### src/rtl/ctrl_frame_pkg.sv
package ctrl_frame_pkg;
   localparam int DATA_W   = 32;
   localparam int NUM_REGS = 7;
   localparam int IDX_CTRL = 0;
   localparam int IDX_STAT = 1;
   localparam int IDX_PEND = 2;
   localparam int IDX_INC0 = 3;
   localparam int IDX_INC1 = 4;
   localparam int IDX_CLO  = 5;
   localparam int IDX_CHI  = 6;
   localparam int NUM_INC  = 2;

   localparam int CTRL_BITS = 6;
   localparam int B_RUN    = 0;
   localparam int B_HALT   = 1;
   localparam int B_SCALE  = 2;
   localparam int B_IRQEN  = 3;
   localparam int B_ERREN  = 4;
   localparam int B_UNLOCK = 5;

   typedef logic [DATA_W-1:0] word_t;
endpackage

### src/rtl/cfr_decode.sv
module cfr_decode
   import ctrl_frame_pkg::*;
#(
   parameter int ADDR_W   = 12,
   parameter bit FRAME_NS = 1'b0,
   localparam int IDX_W   = ADDR_W - 2
) (
   input  logic              psel,
   input  logic              penable,
   input  logic              pwrite,
   input  logic [ADDR_W-1:0] paddr,
   input  logic              pprot_ns,
   output logic              sec_bad,
   output logic              miss,
   output logic [IDX_W-1:0]  idx,
   output logic              good,
   output logic [NUM_REGS-1:0] wr_sel
);
   logic acc;

   assign acc     = psel & penable;
   assign idx     = paddr[ADDR_W-1:2];
   assign sec_bad = acc & (pprot_ns != FRAME_NS);
   assign miss    = acc & (int'(idx) >= NUM_REGS);
   assign good    = acc & ~sec_bad & ~miss;

   for (genvar i = 0; i < NUM_REGS; i++) begin : g_sel
      assign wr_sel[i] = good & pwrite & (int'(idx) == i);
   end
endmodule

### src/rtl/cfr_regs.sv
module cfr_regs
   import ctrl_frame_pkg::*;
#(
   parameter int    IDX_W     = 10,
   parameter bit    HAS_SCALE = 1'b1,
   parameter bit    HAS_CLKSW = 1'b1,
   parameter word_t INC0_RST  = 32'h0100_0000,
   parameter word_t INC1_RST  = 32'h0080_0000
) (
   input  logic                 clk,
   input  logic                 rst_n,
   input  logic [NUM_REGS-1:0]  wr_sel,
   input  logic [IDX_W-1:0]     idx,
   input  logic                 good,
   input  word_t                pwdata,
   input  logic                 pend,
   input  logic                 halted_i,
   input  logic [1:0]           clk_sel_i,
   input  logic [2*DATA_W-1:0]  cnt_now_i,
   output logic [CTRL_BITS-1:0] ctrl_q,
   output word_t                inc_q [NUM_INC],
   output word_t                rdata
);
   localparam logic [CTRL_BITS-1:0] CTRL_MASK =
      HAS_SCALE ? {CTRL_BITS{1'b1}} : ~(CTRL_BITS'(1) << B_SCALE);
   localparam word_t INC_RST [NUM_INC] = '{INC0_RST, INC1_RST};

   logic inc_open;
   word_t stat_w;

   always_ff @(posedge clk or negedge rst_n) begin
      if (!rst_n)                ctrl_q <= '0;
      else if (wr_sel[IDX_CTRL]) ctrl_q <= pwdata[CTRL_BITS-1:0] & CTRL_MASK;
   end

   assign inc_open = ~ctrl_q[B_RUN] | ctrl_q[B_UNLOCK];

   for (genvar i = 0; i < NUM_INC; i++) begin : g_inc
      always_ff @(posedge clk or negedge rst_n) begin
         if (!rst_n)                                inc_q[i] <= INC_RST[i];
         else if (wr_sel[IDX_INC0 + i] && inc_open) inc_q[i] <= pwdata;
      end
   end

   assign stat_w = {27'd0, HAS_CLKSW, HAS_SCALE, clk_sel_i, halted_i};

   always_comb begin
      rdata = '0;
      if (good) begin
         case (int'(idx))
            IDX_CTRL: rdata = word_t'(ctrl_q);
            IDX_STAT: rdata = stat_w;
            IDX_PEND: rdata = word_t'(pend);
            IDX_INC0: rdata = inc_q[0];
            IDX_INC1: rdata = inc_q[1];
            IDX_CLO:  rdata = cnt_now_i[DATA_W-1:0];
            IDX_CHI:  rdata = cnt_now_i[2*DATA_W-1:DATA_W];
            default:  rdata = '0;
         endcase
      end
   end
endmodule

### src/rtl/cfr_err.sv
module cfr_err (
   input  logic clk,
   input  logic rst_n,
   input  logic sec_bad,
   input  logic miss,
   input  logic clr_req,
   input  logic irq_en,
   input  logic resp_en,
   output logic pend_q,
   output logic err_irq,
   output logic slverr
);
   always_ff @(posedge clk or negedge rst_n) begin
      if (!rst_n)              pend_q <= 1'b0;
      else if (sec_bad | miss) pend_q <= 1'b1;
      else if (clr_req)        pend_q <= 1'b0;
   end

   assign err_irq = pend_q & irq_en;
   assign slverr  = sec_bad & resp_en;
endmodule

### src/rtl/ctrl_frame.sv
module ctrl_frame
   import ctrl_frame_pkg::*;
#(
   parameter int    ADDR_W    = 12,
   parameter bit    FRAME_NS  = 1'b0,
   parameter bit    HAS_SCALE = 1'b1,
   parameter bit    HAS_CLKSW = 1'b1,
   parameter word_t INC0_RST  = 32'h0100_0000,
   parameter word_t INC1_RST  = 32'h0080_0000
) (
   input  logic              clk,
   input  logic              rst_n,
   input  logic              psel,
   input  logic              penable,
   input  logic              pwrite,
   input  logic [ADDR_W-1:0] paddr,
   input  logic [31:0]       pwdata,
   input  logic              pprot_ns,
   output logic [31:0]       prdata,
   output logic              pready,
   output logic              pslverr,
   input  logic              halted_i,
   input  logic [1:0]        clk_sel_i,
   input  logic [63:0]       cnt_now_i,
   output logic              cnt_en_o,
   output logic              halt_dbg_en_o,
   output logic              scale_en_o,
   output logic [31:0]       inc0_o,
   output logic [31:0]       inc1_o,
   output logic              cnt_load_lo_o,
   output logic              cnt_load_hi_o,
   output logic [31:0]       cnt_load_data_o,
   output logic              err_irq_o
);
   localparam int IDX_W = ADDR_W - 2;

   if (ADDR_W < 5) begin : g_addr_too_narrow
      $error("ctrl_frame: ADDR_W must be at least 5 to cover the register frame");
   end

   logic                 sec_bad, miss, good, pend_q;
   logic [IDX_W-1:0]     idx;
   logic [NUM_REGS-1:0]  wr_sel;
   logic [CTRL_BITS-1:0] ctrl_q;
   word_t                inc_q [NUM_INC];

   cfr_decode #(.ADDR_W(ADDR_W), .FRAME_NS(FRAME_NS)) u_dec (
      .psel(psel), .penable(penable), .pwrite(pwrite), .paddr(paddr),
      .pprot_ns(pprot_ns), .sec_bad(sec_bad), .miss(miss), .idx(idx),
      .good(good), .wr_sel(wr_sel)
   );

   cfr_regs #(
      .IDX_W(IDX_W), .HAS_SCALE(HAS_SCALE), .HAS_CLKSW(HAS_CLKSW),
      .INC0_RST(INC0_RST), .INC1_RST(INC1_RST)
   ) u_regs (
      .clk(clk), .rst_n(rst_n), .wr_sel(wr_sel), .idx(idx), .good(good),
      .pwdata(pwdata), .pend(pend_q), .halted_i(halted_i),
      .clk_sel_i(clk_sel_i), .cnt_now_i(cnt_now_i), .ctrl_q(ctrl_q),
      .inc_q(inc_q), .rdata(prdata)
   );

   cfr_err u_err (
      .clk(clk), .rst_n(rst_n), .sec_bad(sec_bad), .miss(miss),
      .clr_req(wr_sel[IDX_PEND] & pwdata[0]),
      .irq_en(ctrl_q[B_IRQEN]), .resp_en(ctrl_q[B_ERREN]),
      .pend_q(pend_q), .err_irq(err_irq_o), .slverr(pslverr)
   );

   assign pready          = 1'b1;
   assign cnt_en_o        = ctrl_q[B_RUN];
   assign halt_dbg_en_o   = ctrl_q[B_HALT];
   assign scale_en_o      = ctrl_q[B_SCALE];
   assign inc0_o          = inc_q[0];
   assign inc1_o          = inc_q[1];
   assign cnt_load_lo_o   = wr_sel[IDX_CLO];
   assign cnt_load_hi_o   = wr_sel[IDX_CHI];
   assign cnt_load_data_o = pwdata;
endmodule

### config.mk
export PLATFORM = sky130hd
export DESIGN_NAME = ctrl_frame
export DESIGN_NICKNAME = d
export VERILOG_FILES = /design/src/rtl/ctrl_frame_pkg.sv /design/src/rtl/cfr_decode.sv /design/src/rtl/cfr_regs.sv /design/src/rtl/cfr_err.sv /design/src/rtl/ctrl_frame.sv
export SDC_FILE = /design/constraint.sdc
export NUM_CORES = 1
export LEC_CHECK = 0
export BUFFER_PORTS_ARGS = -buffer_cell sky130_fd_sc_hd__buf_2
export CORE_MARGIN = 2
export CORE_UTILIZATION = 45
export DETAILED_ROUTE_END_ITERATION = 8
export PLACE_DENSITY = 0.81
export SLEW_MARGIN = 15
export SYNTH_ARGS = -nofsm -noshare
export SYNTH_HDL_FRONTEND = slang
export SYNTH_SLANG_ARGS = --single-unit
### constraint.sdc
create_clock -name clk -period 3.1 [get_ports clk]
set_clock_uncertainty 0.15 [all_clocks]
set_input_delay 0.62 -clock clk [delete_from_list [all_inputs] [get_ports clk]]
set_output_delay 0.62 -clock clk [all_outputs]
set_load 0.005 [all_outputs]
==> run_summary.xml, run 1 <==
<?xml version="1.0" encoding="UTF-8"?>
<metrics>
  <group name="status">
    <metric name="run_status" unit="">completed</metric>
  </group>
  <group name="worst_setup_path">
    <metric name="cp_slowest_stage_delay" unit="ps">590</metric>
    <metric name="path_buf_inv" unit="">3</metric>
    <metric name="worst-endpoint-arrival" unit="ps">2170</metric>
    <metric name="cp_cell_sequence" unit="">buf_2 &gt; or4_4 &gt; nor3_4 &gt; buf_12 &gt; nand2_1 &gt; a21oi_1 &gt; buf_2</metric>
    <metric name="critical_path_required" unit="ps">2330</metric>
    <metric name="cp_max_fo" unit="">21</metric>
    <metric name="timing.critical_path.from_type" unit="">input port</metric>
    <metric name="cp_class" unit="">in -&gt; out</metric>
    <metric name="worst_path_dominant_cell_family" unit="">simple AND/OR/NAND/NOR gates</metric>
    <metric name="timing.critical_path.slowest_stage_cell" unit="">sky130_fd_sc_hd__or4_4</metric>
    <metric name="crit_path_end_kind" unit="">primary output</metric>
    <metric name="cp_common_cell" unit="">sky130_fd_sc_hd__buf_2</metric>
  </group>
  <group name="sta">
    <metric name="setup-violations-final" unit="">0</metric>
    <metric name="worst-slew-pin-transition" unit="ps">898</metric>
    <metric name="timing.final.hold_violations" unit="">0</metric>
    <metric name="final_min_period_over_clock_period" unit="">0.950</metric>
    <metric name="timing.slew.headroom" unit="">0.401</metric>
    <metric name="grt_setup_unrepaired" unit="">false</metric>
    <metric name="fin_tns_setup" unit="ps">0</metric>
    <metric name="post-route-min-period" unit="ps">2940</metric>
    <metric name="final_hold_slack" unit="ps">256</metric>
    <metric name="max_fclk" unit="GHz">0.340</metric>
    <metric name="final-max-slew-violation-count" unit="">0</metric>
  </group>
  <group name="routing">
    <metric name="drt_first_pass_iters" unit="">5</metric>
    <metric name="number_of_routed_nets_with_antenna_violations" unit="">0</metric>
    <metric name="post_detailed_routing_wire_length" unit="um">13300</metric>
    <metric name="vias" unit="">4252</metric>
    <metric name="routedWlPerCell" unit="um">16.8</metric>
    <metric name="first_iter_violations" unit="">196</metric>
    <metric name="drcViolationCount" unit="">0</metric>
    <metric name="vias_per_cell" unit="">5.37</metric>
  </group>
  <group name="clock_tree">
    <metric name="clock_sink_count" unit="">71</metric>
    <metric name="cts_htree_levels" unit="">3</metric>
    <metric name="cts_tree" unit="">done</metric>
    <metric name="ctsResizeCount" unit="">0</metric>
    <metric name="clock_path_buffers" unit="">2</metric>
    <metric name="clockRootBuffer" unit="">sky130_fd_sc_hd__clkbuf_8</metric>
    <metric name="clk_transition_reported_paths" unit="ps">80</metric>
    <metric name="clk-insertion-delay-late" unit="ps">330</metric>
    <metric name="cts_buffers" unit="">9</metric>
    <metric name="post_cts_hold_buffer_count" unit="">0</metric>
    <metric name="postCtsSetupRepairBufs" unit="">0</metric>
  </group>
  <group name="synth">
    <metric name="synthTopCellsByArea" unit="">sky130_fd_sc_hd__dfrtp_1 (38%), sky130_fd_sc_hd__mux2_4 (9.9%), sky130_fd_sc_hd__mux2_2 (9.7%), sky130_fd_sc_hd__mux2i_1 (7.3%), sky130_fd_sc_hd__buf_4 (6.0%)</metric>
    <metric name="post_synth_inst_count" unit="">436</metric>
    <metric name="postSynth.topFlopCell" unit="">sky130_fd_sc_hd__dfrtp_1</metric>
    <metric name="async_flop_share" unit="">1.00</metric>
    <metric name="post_synth_num_cell_types" unit="">47</metric>
    <metric name="synth_area_per_cell" unit="um^2">10.4</metric>
    <metric name="yosys_warnings" unit="">0</metric>
    <metric name="synth.net_count" unit="">553</metric>
    <metric name="synth_top_area_cell" unit="">sky130_fd_sc_hd__dfrtp_1</metric>
    <metric name="seq_area_frac_synth" unit="">0.393</metric>
    <metric name="syn-cell-area" unit="mm^2">0.00453</metric>
    <metric name="synth-edff-count" unit="">0</metric>
    <metric name="yosysTopAreaCellShare" unit="">0.381</metric>
    <metric name="synth_seq_cells" unit="">71</metric>
  </group>
  <group name="grt">
    <metric name="grt-ovfl-total" unit="">0</metric>
    <metric name="globalRouteTotalUtil" unit="">0.238</metric>
    <metric name="grt_first_pass_wirelength" unit="um">20900</metric>
    <metric name="antenna_found_initial" unit="">0</metric>
    <metric name="grt_start_max_net_pins" unit="">72</metric>
    <metric name="grt_pass1_vias" unit="">4260</metric>
  </group>
  <group name="finish">
    <metric name="num-nets-final" unit="">771</metric>
    <metric name="regArea" unit="mm^2">0.00178</metric>
    <metric name="num-fill-cells" unit="">865</metric>
    <metric name="area_growth_from_synthesis_to_layout" unit="%">30.9</metric>
    <metric name="drive_above_1_share" unit="">0.551</metric>
    <metric name="multiInputGateArea" unit="mm^2">0.00234</metric>
    <metric name="antennaDiodeCount" unit="">0</metric>
  </group>
  <group name="power">
    <metric name="ir_worst_vdd" unit="mV">0.202</metric>
    <metric name="power-per-cell-area" unit="mW/mm^2">323</metric>
    <metric name="static-leakage-power" unit="nW">3.19</metric>
  </group>
  <group name="placed_design">
    <metric name="port_buf_inserts" unit="">249</metric>
    <metric name="gp_congestion" unit="">0.905</metric>
    <metric name="dp.final_hpwl" unit="um">10000</metric>
  </group>
  <group name="die">
    <metric name="num_io_pins" unit="">253</metric>
    <metric name="design.core.area" unit="mm^2">0.00977</metric>
    <metric name="initial_utilization" unit="">0.464</metric>
    <metric name="chipWidth" unit="um">104</metric>
    <metric name="die_area" unit="mm^2">0.0109</metric>
    <metric name="std_cell_rows" unit="">36</metric>
    <metric name="die-height" unit="um">104</metric>
  </group>
  <group name="worst_hold_path">
    <metric name="timing.hold.worst.class" unit="">in -&gt; async</metric>
  </group>
  <group name="flow_run">
    <metric name="cap_viol_max_count" unit="">0</metric>
  </group>
</metrics>
## cell usage after synthesis, types with 3 or more instances
master                      n
sky130_fd_sc_hd__a21oi_1   28
sky130_fd_sc_hd__and2_0    11
sky130_fd_sc_hd__and2_1    15
sky130_fd_sc_hd__buf_4     36
sky130_fd_sc_hd__buf_6      4
sky130_fd_sc_hd__clkbuf_1  17
sky130_fd_sc_hd__dfrtp_1   69
sky130_fd_sc_hd__inv_1      6
sky130_fd_sc_hd__mux2_2    39
sky130_fd_sc_hd__mux2_4    30
sky130_fd_sc_hd__mux2i_1   33
sky130_fd_sc_hd__nand2_1   31
sky130_fd_sc_hd__nand2b_1   3
sky130_fd_sc_hd__nand3_1    8
sky130_fd_sc_hd__nor2_1    33
sky130_fd_sc_hd__nor3_1     3
sky130_fd_sc_hd__nor3_4     3
sky130_fd_sc_hd__o21ai_0   22
sky130_fd_sc_hd__o21ai_1    9
## registers in the layout (all words and copies together), names as in the netlist
signal and flops:
u_err.pend_q 1, u_regs.ctrl_q 6, u_regs.inc_q 64
## path summary, 6_finish.rpt
path                             startpoint  depth (start not counted)               end  slack, ps
max in group asynchronous             rst_n                          1  u_regs.inc_q[61]       1970
min in group clk           u_regs.inc_q[11]                          1  u_regs.inc_q[11]        380
max                                paddr[8]                          7        prdata[14]        160
min reg2reg                u_regs.inc_q[11]                          1  u_regs.inc_q[11]        380
min                                   rst_n                          1  u_regs.inc_q[41]        260
max reg2reg                u_regs.ctrl_q[0]                          3  u_regs.inc_q[32]       1220
## cell usage in the layout, fill, tap and decap left out, drive strengths merged, types with 3 or more instances in the layout
cell type    n
mux2        71
nand3        9
nor3         6
inv          6
clkbuf      10
buf        267
o21ai       31
nor4         3
nor2        33
and2        26
a21oi       28
mux2i       33
nand2b       3
clkinv       3
dfrtp       69
nand2       31
## kinds of logic after synthesis
| kind of cell | Yosys count | share of synthesized area |
|---|---|---|
| AOI/OAI and AO/OA | 73 | 0.0947 |
| buffers and inverters | 66 | 0.0917 |
| DFF | 71 | 0.393 |
| muxes | 104 | 0.274 |
| other | 1 | 0.000828 |
| and+or+nand+nor | 121 | 0.146 |
## stage by stage
step / instances / power (mW) / cell area (um^2) / setup WS (ps) / util
global route: 792 / 2.01 / 5930 / 53.1 / 0.607
CTS: 792 / 1.93 / 5930 / 30.5 / 0.606
detailed placement: 776 / 1.19 / 5730 / 40.8 / 0.586
global placement: 776 / 1.18 / 5730 / 65.9 / 0.586
floorplan: 436 / 1.07 / 4530 / 325 / -
finish: 792 / 1.92 / 5930 / 155 / 0.607
## cell type report
| class | instances | area share |
|---|---|---|
| clock buffer | 10 | 0.0232 |
| clock inverter | 6 | 0.0101 |
| inverter | 6 | 0.00380 |
| multi-input combinational | 299 | 0.395 |
| sequential | 71 | 0.300 |
| tap | 133 | 0.0281 |
| timing repair buffer | 267 | 0.240 |
## where the power goes
group | internal, mW | switching, mW | total, mW
Combinational | 0.113 | 0.134 | 0.247
Sequential | 0.928 | 0.00169 | 0.929
Clock | 0.389 | 0.350 | 0.740
## metal layers
layer  track usage  part of all wire  up-vias
met5             0                 0        -
met4        0.0695             0.018        0
met3        0.0457             0.067       23
met2         0.424              0.51      225
li1              -                 -     1926
met1         0.291              0.40     2078
(Power assumes the default switching activity.)
==> inputs of run 2 (changes only) <==
--- a/config.mk
+++ b/config.mk
@@ -6,6 +6,7 @@
 export NUM_CORES = 1
 export LEC_CHECK = 0
 export BUFFER_PORTS_ARGS = -buffer_cell sky130_fd_sc_hd__buf_2
+export CORE_ASPECT_RATIO = 1.1
 export CORE_MARGIN = 2
 export CORE_UTILIZATION = 45
 export DETAILED_ROUTE_END_ITERATION = 8
==> run_summary.xml, run 2 (synthesized netlist as in run 1, its figures left out) <==
<?xml version="1.0" encoding="UTF-8"?>
<metrics>
  <group name="finish">
    <metric name="top_register_by_number_of_flip_flops" unit="">u_regs.inc_q</metric>
    <metric name="num-fill-cells" unit="">852</metric>
    <metric name="most-common-layout-cells" unit="">sky130_fd_sc_hd__buf_2 (248), sky130_fd_sc_hd__dfrtp_1 (69), sky130_fd_sc_hd__mux2_2 (39), sky130_fd_sc_hd__mux2i_1 (33), sky130_fd_sc_hd__nor2_1 (33)</metric>
    <metric name="reg_top3" unit="">u_regs.inc_q (64), u_regs.ctrl_q (6), u_err.pend_q (1)</metric>
    <metric name="multiInputGateArea" unit="mm^2">0.00234</metric>
    <metric name="drive_above_1_share" unit="">0.546</metric>
    <metric name="largest_reg_flops" unit="">64</metric>
    <metric name="num-nets-final" unit="">769</metric>
    <metric name="area_growth_from_synthesis_to_layout" unit="%">30.5</metric>
    <metric name="most_common_library_cell_in_the_layout_ignoring_fill_and_taps" unit="">sky130_fd_sc_hd__buf_2</metric>
    <metric name="antennaDiodeCount" unit="">0</metric>
    <metric name="stdcell_count" unit="">777</metric>
    <metric name="regArea" unit="mm^2">0.00178</metric>
  </group>
  <group name="routing">
    <metric name="vias_per_cell" unit="">5.38</metric>
    <metric name="drcViolationCount" unit="">0</metric>
    <metric name="vias" unit="">4179</metric>
    <metric name="routedWlPerCell" unit="um">17.1</metric>
    <metric name="number_of_routed_nets_with_antenna_violations" unit="">0</metric>
    <metric name="drt_first_pass_iters" unit="">4</metric>
    <metric name="post_detailed_routing_wire_length" unit="um">13300</metric>
    <metric name="first_iter_violations" unit="">165</metric>
  </group>
  <group name="clock_tree">
    <metric name="clk_transition_reported_paths" unit="ps">80</metric>
    <metric name="clk-insertion-delay-late" unit="ps">330</metric>
    <metric name="clock_path_buffers" unit="">2</metric>
    <metric name="clockRootBuffer" unit="">sky130_fd_sc_hd__clkbuf_8</metric>
    <metric name="clock_sink_count" unit="">71</metric>
    <metric name="cts_buffers" unit="">9</metric>
    <metric name="postCtsSetupRepairBufs" unit="">0</metric>
    <metric name="cts_htree_levels" unit="">3</metric>
    <metric name="cts_tree" unit="">done</metric>
  </group>
  <group name="die">
    <metric name="design.core.area" unit="mm^2">0.00984</metric>
    <metric name="num_io_pins" unit="">253</metric>
    <metric name="chipWidth" unit="um">99.7</metric>
    <metric name="std_cell_rows" unit="">38</metric>
    <metric name="die_area" unit="mm^2">0.0109</metric>
    <metric name="initial_utilization" unit="">0.460</metric>
    <metric name="die-height" unit="um">109</metric>
  </group>
  <group name="worst_setup_path">
    <metric name="cp_max_fo" unit="">12</metric>
    <metric name="cp_class" unit="">in -&gt; out</metric>
    <metric name="worst-endpoint-arrival" unit="ps">2240</metric>
    <metric name="timing.critical_path.from_type" unit="">input port</metric>
    <metric name="cp_slowest_stage_delay" unit="ps">640</metric>
    <metric name="critical_path_required" unit="ps">2330</metric>
    <metric name="reg2reg_setup_slack" unit="ps">1270</metric>
    <metric name="cp_cell_sequence" unit="">buf_2 &gt; or4_1 &gt; nor3_4 &gt; buf_6 &gt; nand2_1 &gt; a21oi_1 &gt; buf_2</metric>
    <metric name="cp_common_cell" unit="">sky130_fd_sc_hd__buf_2</metric>
    <metric name="r2r_start" unit="">u_regs.ctrl_q[0]</metric>
    <metric name="worst_path_dominant_cell_family" unit="">simple AND/OR/NAND/NOR gates</metric>
    <metric name="worst_r2r_path_depth" unit="">5</metric>
    <metric name="worstReg2RegEnd" unit="">u_regs.inc_q[14]</metric>
    <metric name="timing.critical_path.slowest_stage_cell" unit="">sky130_fd_sc_hd__or4_1</metric>
    <metric name="crit_path_end_kind" unit="">primary output</metric>
    <metric name="path_buf_inv" unit="">3</metric>
  </group>
  <group name="placed_design">
    <metric name="pre_cts_ws" unit="ps">66.2</metric>
    <metric name="dp.final_hpwl" unit="um">9970</metric>
    <metric name="port_buf_inserts" unit="">249</metric>
    <metric name="dp_cells" unit="">761</metric>
    <metric name="gp_congestion" unit="">0.840</metric>
  </group>
  <group name="sta">
    <metric name="final_min_period_over_clock_period" unit="">0.970</metric>
    <metric name="post-route-min-period" unit="ps">3010</metric>
    <metric name="max_fclk" unit="GHz">0.333</metric>
    <metric name="timing.final.hold_violations" unit="">0</metric>
    <metric name="grt_setup_unrepaired" unit="">false</metric>
    <metric name="final-max-slew-violation-count" unit="">0</metric>
    <metric name="timing.slew.headroom" unit="">0.394</metric>
    <metric name="fin_tns_setup" unit="ps">0</metric>
    <metric name="setup-violations-final" unit="">0</metric>
    <metric name="worst-slew-pin-transition" unit="ps">909</metric>
    <metric name="layout_setup_ws" unit="ps">92.9</metric>
  </group>
  <group name="grt">
    <metric name="grt_pass1_vias" unit="">4233</metric>
    <metric name="globalRouteTotalUtil" unit="">0.241</metric>
    <metric name="antenna_found_initial" unit="">0</metric>
    <metric name="grt-ovfl-total" unit="">0</metric>
    <metric name="grt_first_pass_wirelength" unit="um">20700</metric>
    <metric name="grt_start_max_net_pins" unit="">72</metric>
  </group>
  <group name="status">
    <metric name="run_status" unit="">completed</metric>
  </group>
  <group name="flow_run">
    <metric name="cap_viol_max_count" unit="">0</metric>
  </group>
  <group name="power">
    <metric name="power-per-cell-area" unit="mW/mm^2">338</metric>
    <metric name="static-leakage-power" unit="nW">3.19</metric>
    <metric name="ir_worst_vdd" unit="mV">0.202</metric>
  </group>
  <group name="worst_hold_path">
    <metric name="timing.hold.worst.class" unit="">in -&gt; async</metric>
  </group>
</metrics>
-- run 2: worst max path at each step --
stage | from | to | slack, ps | cells after the start
floorplan | paddr[8] | prdata[17] | 320 | 5
global placement | paddr[8] | prdata[11] | 120 | 7
detailed placement | paddr[8] | prdata[13] | 70 | 7
CTS | paddr[8] | prdata[13] | 60 | 7
global route | paddr[8] | prdata[13] | 30 | 7
finish | paddr[8] | prdata[13] | 90 | 7
-- run 2: per-stage QoR --
stage	power (mW)	hold slack, ps	util	cell area [um^2]
after floorplan	1.07	174	-	4530
after global placement	1.18	356	0.578	5680
after detailed placement	1.19	358	0.578	5680
after CTS	2.03	277	0.600	5910
after global routing	2.09	319	0.601	5910
final	2.00	243	0.601	5910
-- run 2: power by group --
part | internal [mW] | total [mW] | leakage (nW) | switching, mW
sequential | 0.927 | 0.929 | 0.980 | 0.00166
combinational | 0.112 | 0.245 | 2.10 | 0.133
clock | 0.476 | 0.824 | 0.110 | 0.348
total | 1.52 | 2.00 | 3.19 | 0.483
-- run 2: worst register-to-register path: cells and delay by family (launching register included) --
kind,cells,cell delay [ps]
DFF,1,450
buffers and inverters,2,410
muxes,1,380
and+or+nand+nor,1,200
AOI/OAI and AO/OA,1,130
-- run 2: final cells by class --
cell class | count | area share
Sequential cell | 71 | 0.301
Multi-Input combinational cell | 299 | 0.396
Tap cell | 120 | 0.0254
Timing Repair Buffer | 265 | 0.236
Clock buffer | 11 | 0.0239
Inverter | 6 | 0.00381
Clock inverter | 5 | 0.0138
-- run 2: timing repair --
action | in CTS | in global routing
gates resized for setup | 0 | 1
endpoints found under the setup margin | 0 | 4
hold buffers | 0 | 0
-- run 2: metal layers --
metal | vias to the layer above | GRT usage | wire length (um)
met5 | - | 0 | 0
met4 | 0 | 0.0793 | 193
met3 | 16 | 0.0468 | 835
met2 | 204 | 0.418 | 6890
met1 | 2030 | 0.302 | 5380
li1 | 1929 | - | -
